**config.mk**
```make
export PLATFORM = sky130hd
export DESIGN_NAME = npc_unit
export DESIGN_NICKNAME = d
export VERILOG_FILES = /design/src/rtl/npc_pkg.sv /design/src/rtl/npc_incr.sv /design/src/rtl/npc_btarget.sv /design/src/rtl/npc_jtarget.sv /design/src/rtl/npc_select.sv /design/src/rtl/npc_unit.sv
export SDC_FILE = /design/constraint.sdc
export NUM_CORES = 1
export LEC_CHECK = 0
export BUFFER_PORTS_ARGS = -buffer_cell sky130_fd_sc_hd__buf_2
export CAP_MARGIN = 40
export CORE_UTILIZATION = 60
export CTS_CLUSTER_DIAMETER = 80
export DETAILED_ROUTE_END_ITERATION = 12
export PLACE_DENSITY = 0.88
export RECOVER_POWER = 25
export SYNTH_ARGS = -nofsm -noshare
export SYNTH_HDL_FRONTEND = slang
export SYNTH_SLANG_ARGS = --single-unit
```
**constraint.sdc**
```tcl
create_clock -name clk -period 5.6 [get_ports clk]
set_clock_uncertainty 0.1 [all_clocks]
set_input_delay 0.28 -clock clk [delete_from_list [all_inputs] [get_ports clk]]
set_output_delay 0.28 -clock clk [all_outputs]
set_load 0.005 [all_outputs]
```
**src/rtl/npc_pkg.sv**
```systemverilog
package npc_pkg;

    // Source selected for the next word address
    typedef enum logic [1:0] {
        SRC_SEQ    = 2'd0,
        SRC_BRANCH = 2'd1,
        SRC_JUMP   = 2'd2
    } npc_src_e;

endpackage

```
**src/rtl/npc_incr.sv**
```systemverilog
module npc_incr #(
    parameter int W = 30
) (
    input  logic [W-1:0] pc_word,
    output logic [W-1:0] pc_inc
);
    // modulo 2^W increment
    always_comb begin
        pc_inc = pc_word + {{(W-1){1'b0}}, 1'b1};
    end
endmodule

```
**src/rtl/npc_btarget.sv**
```systemverilog
module npc_btarget #(
    parameter int W     = 30,
    parameter int IMM_W = 16
) (
    input  logic [W-1:0]     pc_inc,
    input  logic [IMM_W-1:0] imm,
    output logic [W-1:0]     br_word
);
    logic [W-1:0] ofs_ext;

    generate
        if (W > IMM_W) begin : g_sext
            always_comb ofs_ext = {{(W-IMM_W){imm[IMM_W-1]}}, imm};
        end else begin : g_trunc
            always_comb ofs_ext = imm[W-1:0];
        end
    endgenerate

    always_comb begin
        br_word = pc_inc + ofs_ext;
    end
endmodule

```
**src/rtl/npc_jtarget.sv**
```systemverilog
module npc_jtarget #(
    parameter int W     = 30,
    parameter int TGT_W = 26
) (
    input  logic [W-1:0]     pc_inc,
    input  logic [TGT_W-1:0] tgt,
    output logic [W-1:0]     jmp_word
);
    generate
        if (W > TGT_W) begin : g_region
            always_comb jmp_word = {pc_inc[W-1:TGT_W], tgt};
        end else begin : g_full
            logic unused_inc;
            always_comb unused_inc = ^pc_inc;
            always_comb jmp_word = tgt[W-1:0];
        end
    endgenerate
endmodule

```
**src/rtl/npc_select.sv**
```systemverilog
module npc_select
    import npc_pkg::*;
#(
    parameter int W = 30
) (
    input  logic         br_sel,
    input  logic         eq_flag,
    input  logic         jmp_sel,
    input  logic [W-1:0] seq_word,
    input  logic [W-1:0] br_word,
    input  logic [W-1:0] jmp_word,
    output logic [W-1:0] next_word
);
    npc_src_e src;

    // priority: jump, then taken branch, then sequential
    always_comb begin
        if (jmp_sel)
            src = SRC_JUMP;
        else if (br_sel && eq_flag)
            src = SRC_BRANCH;
        else
            src = SRC_SEQ;
    end

    always_comb begin
        unique case (src)
            SRC_SEQ:    next_word = seq_word;
            SRC_BRANCH: next_word = br_word;
            SRC_JUMP:   next_word = jmp_word;
            default:    next_word = seq_word;
        endcase
    end
endmodule

```
**src/rtl/npc_unit.sv**
```systemverilog
module npc_unit #(
    parameter int ADDR_W = 32,
    parameter int ALIGN  = 2,
    parameter int IMM_W  = 16,
    parameter int TGT_W  = 26
) (
    input  logic              clk,
    input  logic              rst,
    input  logic              br_sel,
    input  logic              eq_flag,
    input  logic              jmp_sel,
    input  logic [IMM_W-1:0]  imm,
    input  logic [TGT_W-1:0]  jtarget,
    output logic [ADDR_W-1:0] iaddr
);
    localparam int PC_W = ADDR_W - ALIGN;

    logic [PC_W-1:0] pc_q;
    logic [PC_W-1:0] pc_inc;
    logic [PC_W-1:0] br_word;
    logic [PC_W-1:0] jmp_word;
    logic [PC_W-1:0] pc_d;

    npc_incr #(.W(PC_W)) incr_i (
        .pc_word (pc_q),
        .pc_inc  (pc_inc)
    );

    npc_btarget #(.W(PC_W), .IMM_W(IMM_W)) btgt_i (
        .pc_inc  (pc_inc),
        .imm     (imm),
        .br_word (br_word)
    );

    npc_jtarget #(.W(PC_W), .TGT_W(TGT_W)) jtgt_i (
        .pc_inc   (pc_inc),
        .tgt      (jtarget),
        .jmp_word (jmp_word)
    );

    npc_select #(.W(PC_W)) sel_i (
        .br_sel    (br_sel),
        .eq_flag   (eq_flag),
        .jmp_sel   (jmp_sel),
        .seq_word  (pc_inc),
        .br_word   (br_word),
        .jmp_word  (jmp_word),
        .next_word (pc_d)
    );

    // state register
    always_ff @(posedge clk) begin
        if (rst)
            pc_q <= '0;
        else
            pc_q <= pc_d;
    end

    // output formation
    always_comb begin
        iaddr = {pc_q, {ALIGN{1'b0}}};
    end
endmodule

```
Word-level counts from Yosys, hierarchy flattened
Index checks and enable logic that the tools add are counted.

Output and inout bits: 32. Register bits: 30. Logic and storage cells: 9. Input port bits: 47.

Reductions and logical operators: 1. $add $sub $neg: 2. Eq/ne operators: 2. Muxes and demuxes: 3.

Operators with widths (count): $pmux W30 S2 (1); $add A30 B1 Y30 const B (1); $add A30 B30 Y30 (1); $eq A2 B1 Y1 const B (1); $eq A2 B2 Y1 const B (1); $mux W2 (1); $logic_and A1 B1 Y1 (1); $mux W1 (1).

Logic depth before layout (Yosys ltp)
Gate-level depths: netlist of run 1.

Depth after elaboration: 5. Depth in mapped cells: 16. Gate-level depth less buffers: 15.

Cells and area by module
Synthesis of run 1 repeated with hierarchy kept, for this count alone.

Cell total of the unflattened synthesis: 541. Area, all modules: 4479.3 um2.

Modules (own cells, without submodules): npc_btarget (cells each 224, seq. area each 0.0 um2, area each 1645.3 um2, times used 1); npc_select (cells each 140, seq. area each 0.0 um2, area each 1142.3 um2, times used 1); npc_unit (cells each 66, seq. area each 600.6 um2, area each 900.9 um2, times used 1); npc_incr (cells each 81, seq. area each 0.0 um2, area each 565.5 um2, times used 1); npc_jtarget (cells each 30, seq. area each 0.0 um2, area each 225.2 um2, times used 1).

Least setup slack after synthesis of run 1
OpenSTA, ideal clock, no wires.

Path type: register to register. Start point: register pc_q[7]. End point: register pc_q[29]. Clock period less this slack: 3151 ps. Data required time: 5375 ps. Library setup time: 125 ps. Path slack: 2449 ps. Buffers on the path: 1. Stages on the path, launching flop included: 15. Data arrival time: 2925 ps. Cells stage by stage: dfxtp_1 and3_1 nand3_1 or3_4 nor2_1 xnor2_1 ha_1 clkbuf_1 nand3_1 or3_1 o22ai_1 a31oi_1 xnor2_1 nand3_1 nor3b_2.

Cells in the longest elaborated chain, start to end: 3.

Ends and longest elaborated chain: from (decl) (RTL line npc_unit.sv:18) `logic [PC_W-1:0] pc_q;`; from (signal assigned) (RTL line npc_unit.sv:56) `pc_q <= pc_d;`; $add A30 B1 Y30 * (RTL line npc_incr.sv:9) `pc_inc = pc_word + {{(W-1){1'b0}}, 1'b1};`; $add A30 B30 Y30 (RTL line npc_btarget.sv:20) `br_word = pc_inc + ofs_ext;`; $pmux W30 S2 * (RTL line npc_select.sv:27) `unique case (src)`.

Every way passes the cells marked *; elsewhere a longest branch is shown, timed or not. A chain may end at the register's enable or synchronous reset.

Worst setup path after layout of run 1
Start point: register pc_q[2]. End point: register pc_q[25].

Same word-level chain as after synthesis.

==> results.md, run 1 <==
* Status: finished, final reports clean
* Diodes inserted at 0
* Synth top area share at 17.5%
* Flop and latch count out of synthesis at 30
* Xor-xnor portion of the synthesized cell area at 13.0%
* Final core occ at 71.3%
* Vias at 3,823
* Post-Synth Simple-Gate Area at 21.6%
* Slew @ Worst Pin at 0.590 ns
* Biggest register: pc_q
* Initial DRC Count at 383
* I/O Pins at 79
* Clk pin slew, worst setup/hold paths at 0.07 ns
* Min-delay worst type: input pin to flop
* Synth cell types at 57
* Fmax achieved at 263 MHz
* Worst VDD drop at 0.134 mV
* Synth area leader: dfxtp_1
* Vias in the first global route at 3,577
* CTS Hold Bufs at 0
* Area grow syn2layout at 14.7%
* Adder-cell area share of the yosys netlist at 13.4%
* Synth Cell Area at 0.00342 sq mm
* TritonCTS Buffers at 5
* Detail Route Antenna Nets at 0
* H-tree lvl count at 2
* Post-synth EDFFs at 0
* Gpl congestion at 0.951
* Die area at 0.00601 sq mm
* Mapped Avg Cell Area at 7.63 sq um
* Initial antenna violation count at 0
* DR vias/cell at 6.52
* First-pass GRT wire length at 17,000 um
* Power Total at 0.829 mW
* CTS Sinks at 30
* WHS at 0.116 ns
* Power Density at 211 mW/mm^2
* Post-synthesis compound-gate area fraction at 29.4%
* Leak Pwr at 1.88 nW
* Final Net Count at 596
* Clock latency on the worst-skew pair at 0.29 ns
* Worst Path Arrival at 3.89 ns
* Input/output buffers at 76
* Fillers at 434
* Max Slew Vio Count at 0
* Crit path max fanout at 7
* Period utilization at 67.9%
* Required time of the critical path at 5.69 ns
* Rows at 27
* Ys Warns at 0
* Share of layout cells above drive strength 1 at 18.3%
* Placed Instances at 578
* Post-CTS Setup Repair Bufs at 0
* Min Tclk post-route at 3.80 ns
* RSZ-0062 raised after global routing: false
* Crit Path Category: flop to flop
* Resized Gates After CTS at 0
* Overflow left after global routing at 0
* CTS tree: done
* Core area at 0.00551 sq mm
* DRT Pass-1 Iters at 5
* FF/Latch Area at 601 sq um
* Die height at 77.6 um
* Bufs on Longest Clock Path at 2
* Hold Vio Cnt, Final at 0
* Multi-input logic area at 0.00267 sq mm
* Worst slew margin at 60.6%
* Gate Count Post-Synth at 449
* Max stage delay on crit path at 0.49 ns
* Predominant post-synthesis flop cell: dfxtp_1
* Sequential share of the synthesized area at 17.5%
* Largest registers: pc_q x30
* Ys async rst share at 0%
* Setup slack, reg-to-reg at 1.80 ns
* DP Wirelength at 8230 um
* Die width at 77.6 um
* Most used cell, CP: nand2_1
* Worst Setup End Kind: flop
* Max-cap viol count at 0
* Crit start category: flop
* Root Buffer: clkbuf_8
* Post-synthesis mux area share at 0.292%
* Top post-synthesis cells by area: dfxtp_1, ha_1, xnor2_1
* Largest family of logic cells by synthesized area: compound AO/OA/AOI/OAI gates
* Max reg flops at 30
* Wirelength per Cell at 17.9 um
* Initial Utilization at 62.2%
* CP max stage cell: dfxtp_1
* Final wirelength at 10,500 um
* Total GRT Usage at 35.7%
* # DRC at 0
* Final Setup Violations at 0
* Largest net degree at the start of global routing at 32
* Critical path cell sequence: and3_1, nand2_1, nor2_1, nand2_1, xnor2_1, ha_1, nand2_1, o211ai_1, a21oi_1, a31oi_1, a21boi_1, o21ai_1, xnor2_1, a211oi_1
* Setup TNS at 0 ns
* Final Non-Filler Cells at 586
cell families after synthesis:
logic type,after synthesis
adders and majority gates,36
other,1
AOI/OAI and AO/OA,148
DFF,30
xor gates and xnor gates,51
and+or+nand+nor,144
muxes,1
buffers and inverters,38
power breakdown:
group,total [mW],switching [mW],leakage (nW),internal [mW]
Clock,0.219,0.0859,0.0524,0.133
Sequential,0.253,0.0221,0.249,0.231
Combinational,0.357,0.210,1.58,0.147
Total,0.829,0.317,1.88,0.511
path summary, 6_finish.rpt:
path                    to  depth (start not counted)  startpoint
hold / removal     pc_q[8]                          2  jtarget[8]
hold reg to reg   pc_q[27]                          2    pc_q[27]
setup / recovery  pc_q[25]                         14     pc_q[2]
setup reg to reg  pc_q[25]                         14     pc_q[2]
stage by stage:
step	cell area, sq um	setup WS [ns]
3_5_place_dp	3830	1.91
3_3_place_gp	3800	1.99
4_1_cts	3930	1.91
5_1_grt	3930	1.53
6_report	3930	1.80
2_1_floorplan	3430	2.45
cell usage after synthesis (all sizes together), types with 8 or more instances:
master	count
xnor2	30
nand4	8
clkbuf	16
a21oi	42
o211a	10
xor2	21
nand3	26
o22ai	9
ha	35
inv	15
nor2	30
nand2	41
dfxtp	30
o21ai	26
a21o	13
a211oi	12
and3	11
worst max-delay path: cells and delay by family, from the launching register on:
kind,cells,cell delay (ns)
xor+xnor,2,0.30
fa+ha+maj,1,0.48
compound gates,6,1.34
simple gates,5,1.00
flops,1,0.49
routing by layer:
layer	up-vias	track usage (%)	wire length, um
met4	0	12.3	267
met1	1783	45.7	4340
met2	228	61.5	4970
met3	33	4.12	908
met5	-	0	0
li1	1779	-	-
cells in the final DEF (no fill, tap or decap), types with 7 or more instances in the layout:
master / instances
a21o_1: 13
and3_1: 10
o211a_1: 10
a211oi_1: 10
nand3_1: 26
ha_1: 35
o21ai_0: 19
nand4_1: 7
a21oi_1: 42
nor3_1: 7
xor2_1: 21
nand2_1: 41
xnor2_1: 30
inv_1: 15
buf_2: 71
dfxtp_1: 30
clkbuf_1: 7
o22ai_1: 9
nor2_1: 29
final cells by class:
cell class | instances | area share [%]
repair buffers | 79 | 10.3
well taps | 72 | 2.29
clock inverters | 1 | 0.765
flip-flops and latches | 30 | 15.3
multi-input cells | 382 | 68.0
clock buffers | 7 | 1.94
inverters | 15 | 1.43
No activity file was read; power rests on OpenSTA's default activity.
==> run 2, diff against run 1 <==
--- a/config.mk
+++ b/config.mk
@@ -5,12 +5,13 @@
 export SDC_FILE = /design/constraint.sdc
 export NUM_CORES = 1
 export LEC_CHECK = 0
+export ABC_AREA = 1
 export BUFFER_PORTS_ARGS = -buffer_cell sky130_fd_sc_hd__buf_2
 export CAP_MARGIN = 40
-export CORE_UTILIZATION = 60
+export CORE_UTILIZATION = 53
 export CTS_CLUSTER_DIAMETER = 80
 export DETAILED_ROUTE_END_ITERATION = 12
-export PLACE_DENSITY = 0.88
+export PLACE_DENSITY = 0.79
 export RECOVER_POWER = 25
 export SYNTH_ARGS = -nofsm -noshare
 export SYNTH_HDL_FRONTEND = slang
==> constraint.sdc (replaced) <==
create_clock -name clk -period 3.1 [get_ports clk]
set_clock_uncertainty 0.1 [all_clocks]
set_input_delay 0.155 -clock clk [delete_from_list [all_inputs] [get_ports clk]]
set_output_delay 0.155 -clock clk [all_outputs]
set_load 0.005 [all_outputs]
==> results.md, run 2 <==
* Worst Setup End Kind: flop
* Status: finished, final reports clean
* Setup slack, reg-to-reg at 0.18 ns (-1.62 ns)
* Crit start category: flop
* DRT Pass-1 Iters at 5 (unchanged)
* Flop and latch count out of synthesis at 30 (unchanged)
* WHS at 0.0394 ns (-0.0761 ns)
* H-tree lvl count at 2 (unchanged)
* Min-delay worst type: input pin to flop
* Biggest register: pc_q
* Leak Pwr at 2.98 nW (+59%)
* Sequential share of the synthesized area at 13.3% (-4.2 points)
* Bufs on Longest Clock Path at 2 (unchanged)
* Fillers at 851 (+96%)
* Vias at 5,300 (+39%)
* Vias in the first global route at 4,588 (+28%)
* Most common cell after layout, fill and taps aside: nand2_1
* Initial antenna violation count at 0 (unchanged)
* Wirelength per Cell at 13.9 um (-22%)
* CTS tree: done
* Mapped Avg Cell Area at 5.37 sq um (-30%)
* Final Setup Violations at 0 (unchanged)
* First-pass GRT wire length at 22,300 um (+32%)
* Synth cell types at 42 (-26%)
* Busiest layer in global routing: met2
* Clk pin slew, worst setup/hold paths at 0.07 ns (about the same)
* Input/output buffers at 76 (unchanged)
* Share of layout cells above drive strength 1 at 18.6% (+0.27 points)
* Min Tclk post-route at 2.92 ns (-0.883 ns)
* Max-cap viol count at 0 (unchanged)
* # DRC at 0 (unchanged)
* Hold Vio Cnt, Final at 0 (unchanged)
* CTS Sinks at 30 (unchanged)
* Synth top area share at 27.9% (+10 points)
* Synth Cell Area at 0.00451 sq mm (+32%)
* Ys async rst share at 0% (unchanged)
* DP Wirelength at 11,700 um (+42%)
* Cell with the most instances after synthesis: nand2_1
* Overflow left after global routing at 0 (unchanged)
* Largest net degree at the start of global routing at 29 (-9.4%)
* Die area at 0.00888 sq mm (+48%)
* Gpl congestion at 1.01 (+6.3%)
* Fmax achieved at 342 MHz (+30%)
* M2 GR Usage at 54.1% (-7.4 points)
* Predominant post-synthesis flop cell: dfxtp_1
* Worst slew margin at 60.1% (-0.58 points)
* I/O Pins at 79 (unchanged)
* Top post-synthesis cells by area: nand2_1, dfxtp_1, inv_1
* Ys Warns at 0 (unchanged)
* Clock latency on the worst-skew pair at 0.28 ns (about the same)
* Gate Count Post-Synth at 839 (+87%)
* Crit path max fanout at 5 (-2)
* Initial DRC Count at 329 (-14%)
* Max reg flops at 30 (unchanged)
* Die height at 94.2 um (+22%)
* Post-synth EDFFs at 0 (unchanged)
* Die width at 94.2 um (+22%)
* Final Net Count at 1,009 (+69%)
* Area grow syn2layout at 17.8%
* Max Slew Vio Count at 0 (unchanged)
* Core area at 0.00822 sq mm (+49%)
* Initial Utilization at 54.9% (-7.3 points)
* Worst Path Arrival at 2.96 ns (-0.93 ns)
* Met3 Use GR at 1.46% (-2.7 points)
* Synth area leader: nand2_1
* Total GRT Usage at 33.0% (-2.7 points)
* Slew @ Worst Pin at 0.599 ns (+0.00939 ns)
* Crit Path Category: flop to flop
* Detail Route Antenna Nets at 0 (unchanged)
* Worst VDD drop at 0.154 mV (+15%)
* Setup TNS at 0 ns (unchanged)
* Power Density at 316 mW/mm^2 (+49%)
* Final wirelength at 14,300 um (+37%)
* Root Buffer: clkbuf_8
* Most frequent cells in the layout: nand2_1, inv_1, buf_2, nand3_1, nor2_1
* Period utilization at 94.3% (+26 points)
* DR vias/cell at 5.14 (-21%)
* TritonCTS Buffers at 5 (unchanged)
* Rows at 33 (+22%)
* Met1 Track Usage GR at 46.4% (+0.69 points)
* Largest registers: pc_q x30
* Synth cell count leaders: nand2_1, inv_1, nor2_1
* Required time of the critical path at 3.14 ns (-2.55 ns)
* Diodes inserted at 0 (unchanged)
## run 2: kinds of logic after synthesis
logic type / synth area share, %
simple gates: 49.6
buf+inv: 14.2
compound gates: 9.77
fa+ha+maj: 10.2
flops: 13.3
xor+xnor: 2.86
other cells: 0.0832
## run 2: final cells by class
cell class | instances | area, sq um | share of cell area (%)
clock buffer | 7 | 86.3 | 1.63
clock inverter | 1 | 5.00 | 0.0942
inverter | 144 | 541 | 10.2
multi-input combinational | 653 | 3440 | 64.8
sequential | 30 | 612 | 11.5
tap | 105 | 131 | 2.47
timing repair buffer | 92 | 495 | 9.33
## run 2: critical path, cell delays in order (launching register included)
cell and delay, ns:
dfxtp_1 0.43, nand2_1 0.12, nor2_2 0.18, nand2_2 0.13, nor2_1 0.15, nand4_1 0.11
and2_1 0.20, ha_1 0.39, nand2_2 0.12, nor2_2 0.14, buf_4 0.12, nand2_1 0.04
inv_1 0.08, nand3_1 0.13, nand3_1 0.12, nand2_1 0.07, nand3_2 0.10, a21oi_2 0.06
## run 2: per-layer routing
metal / wire length (um) / vias up
met5: 0 / -
met4: 389 / 0
met3: 799 / 26
met2: 6330 / 197
met1: 6800 / 2312
li1: - / 2765
## run 2: worst paths after layout
check | cells past startpoint | to | from
worst max-delay path | 17 | pc_q[23] | pc_q[10]
worst min-delay path | 3 | pc_q[8] | jtarget[8]
worst max register to register | 17 | pc_q[23] | pc_q[10]
worst min register to register | 4 | pc_q[28] | pc_q[28]
## run 2: where the power goes
part / internal [mW] / total [mW] / switching, mW / leakage (nW)
Combinational: 0.317 / 0.862 / 0.544 / 2.68
Clock: 0.179 / 0.335 / 0.156 / 0.0482
Sequential: 0.427 / 0.480 / 0.0522 / 0.252
## run 2: timing repair
item | CTS | global route
endpoints found under the setup margin | 0 | 17
hold buffers | 0 | 0
setup buffers | 0 | 2
resized for setup | 0 | 50
hold endpoints to repair | 0 | 0
## run 2: per-stage QoR
stage,cell area [sq um],util [%],std cells,total power [mW],setup slack [ns]
floorplan,4510,-,840,1.04,0.333
global placement,5030,61.2,1022,1.28,0.0807
detailed placement,5030,61.2,1022,1.28,0.0576
CTS,5120,62.3,1030,1.62,0.0310
global route,5310,64.7,1032,1.81,-0.0412
finish,5310,64.7,1032,1.68,0.178
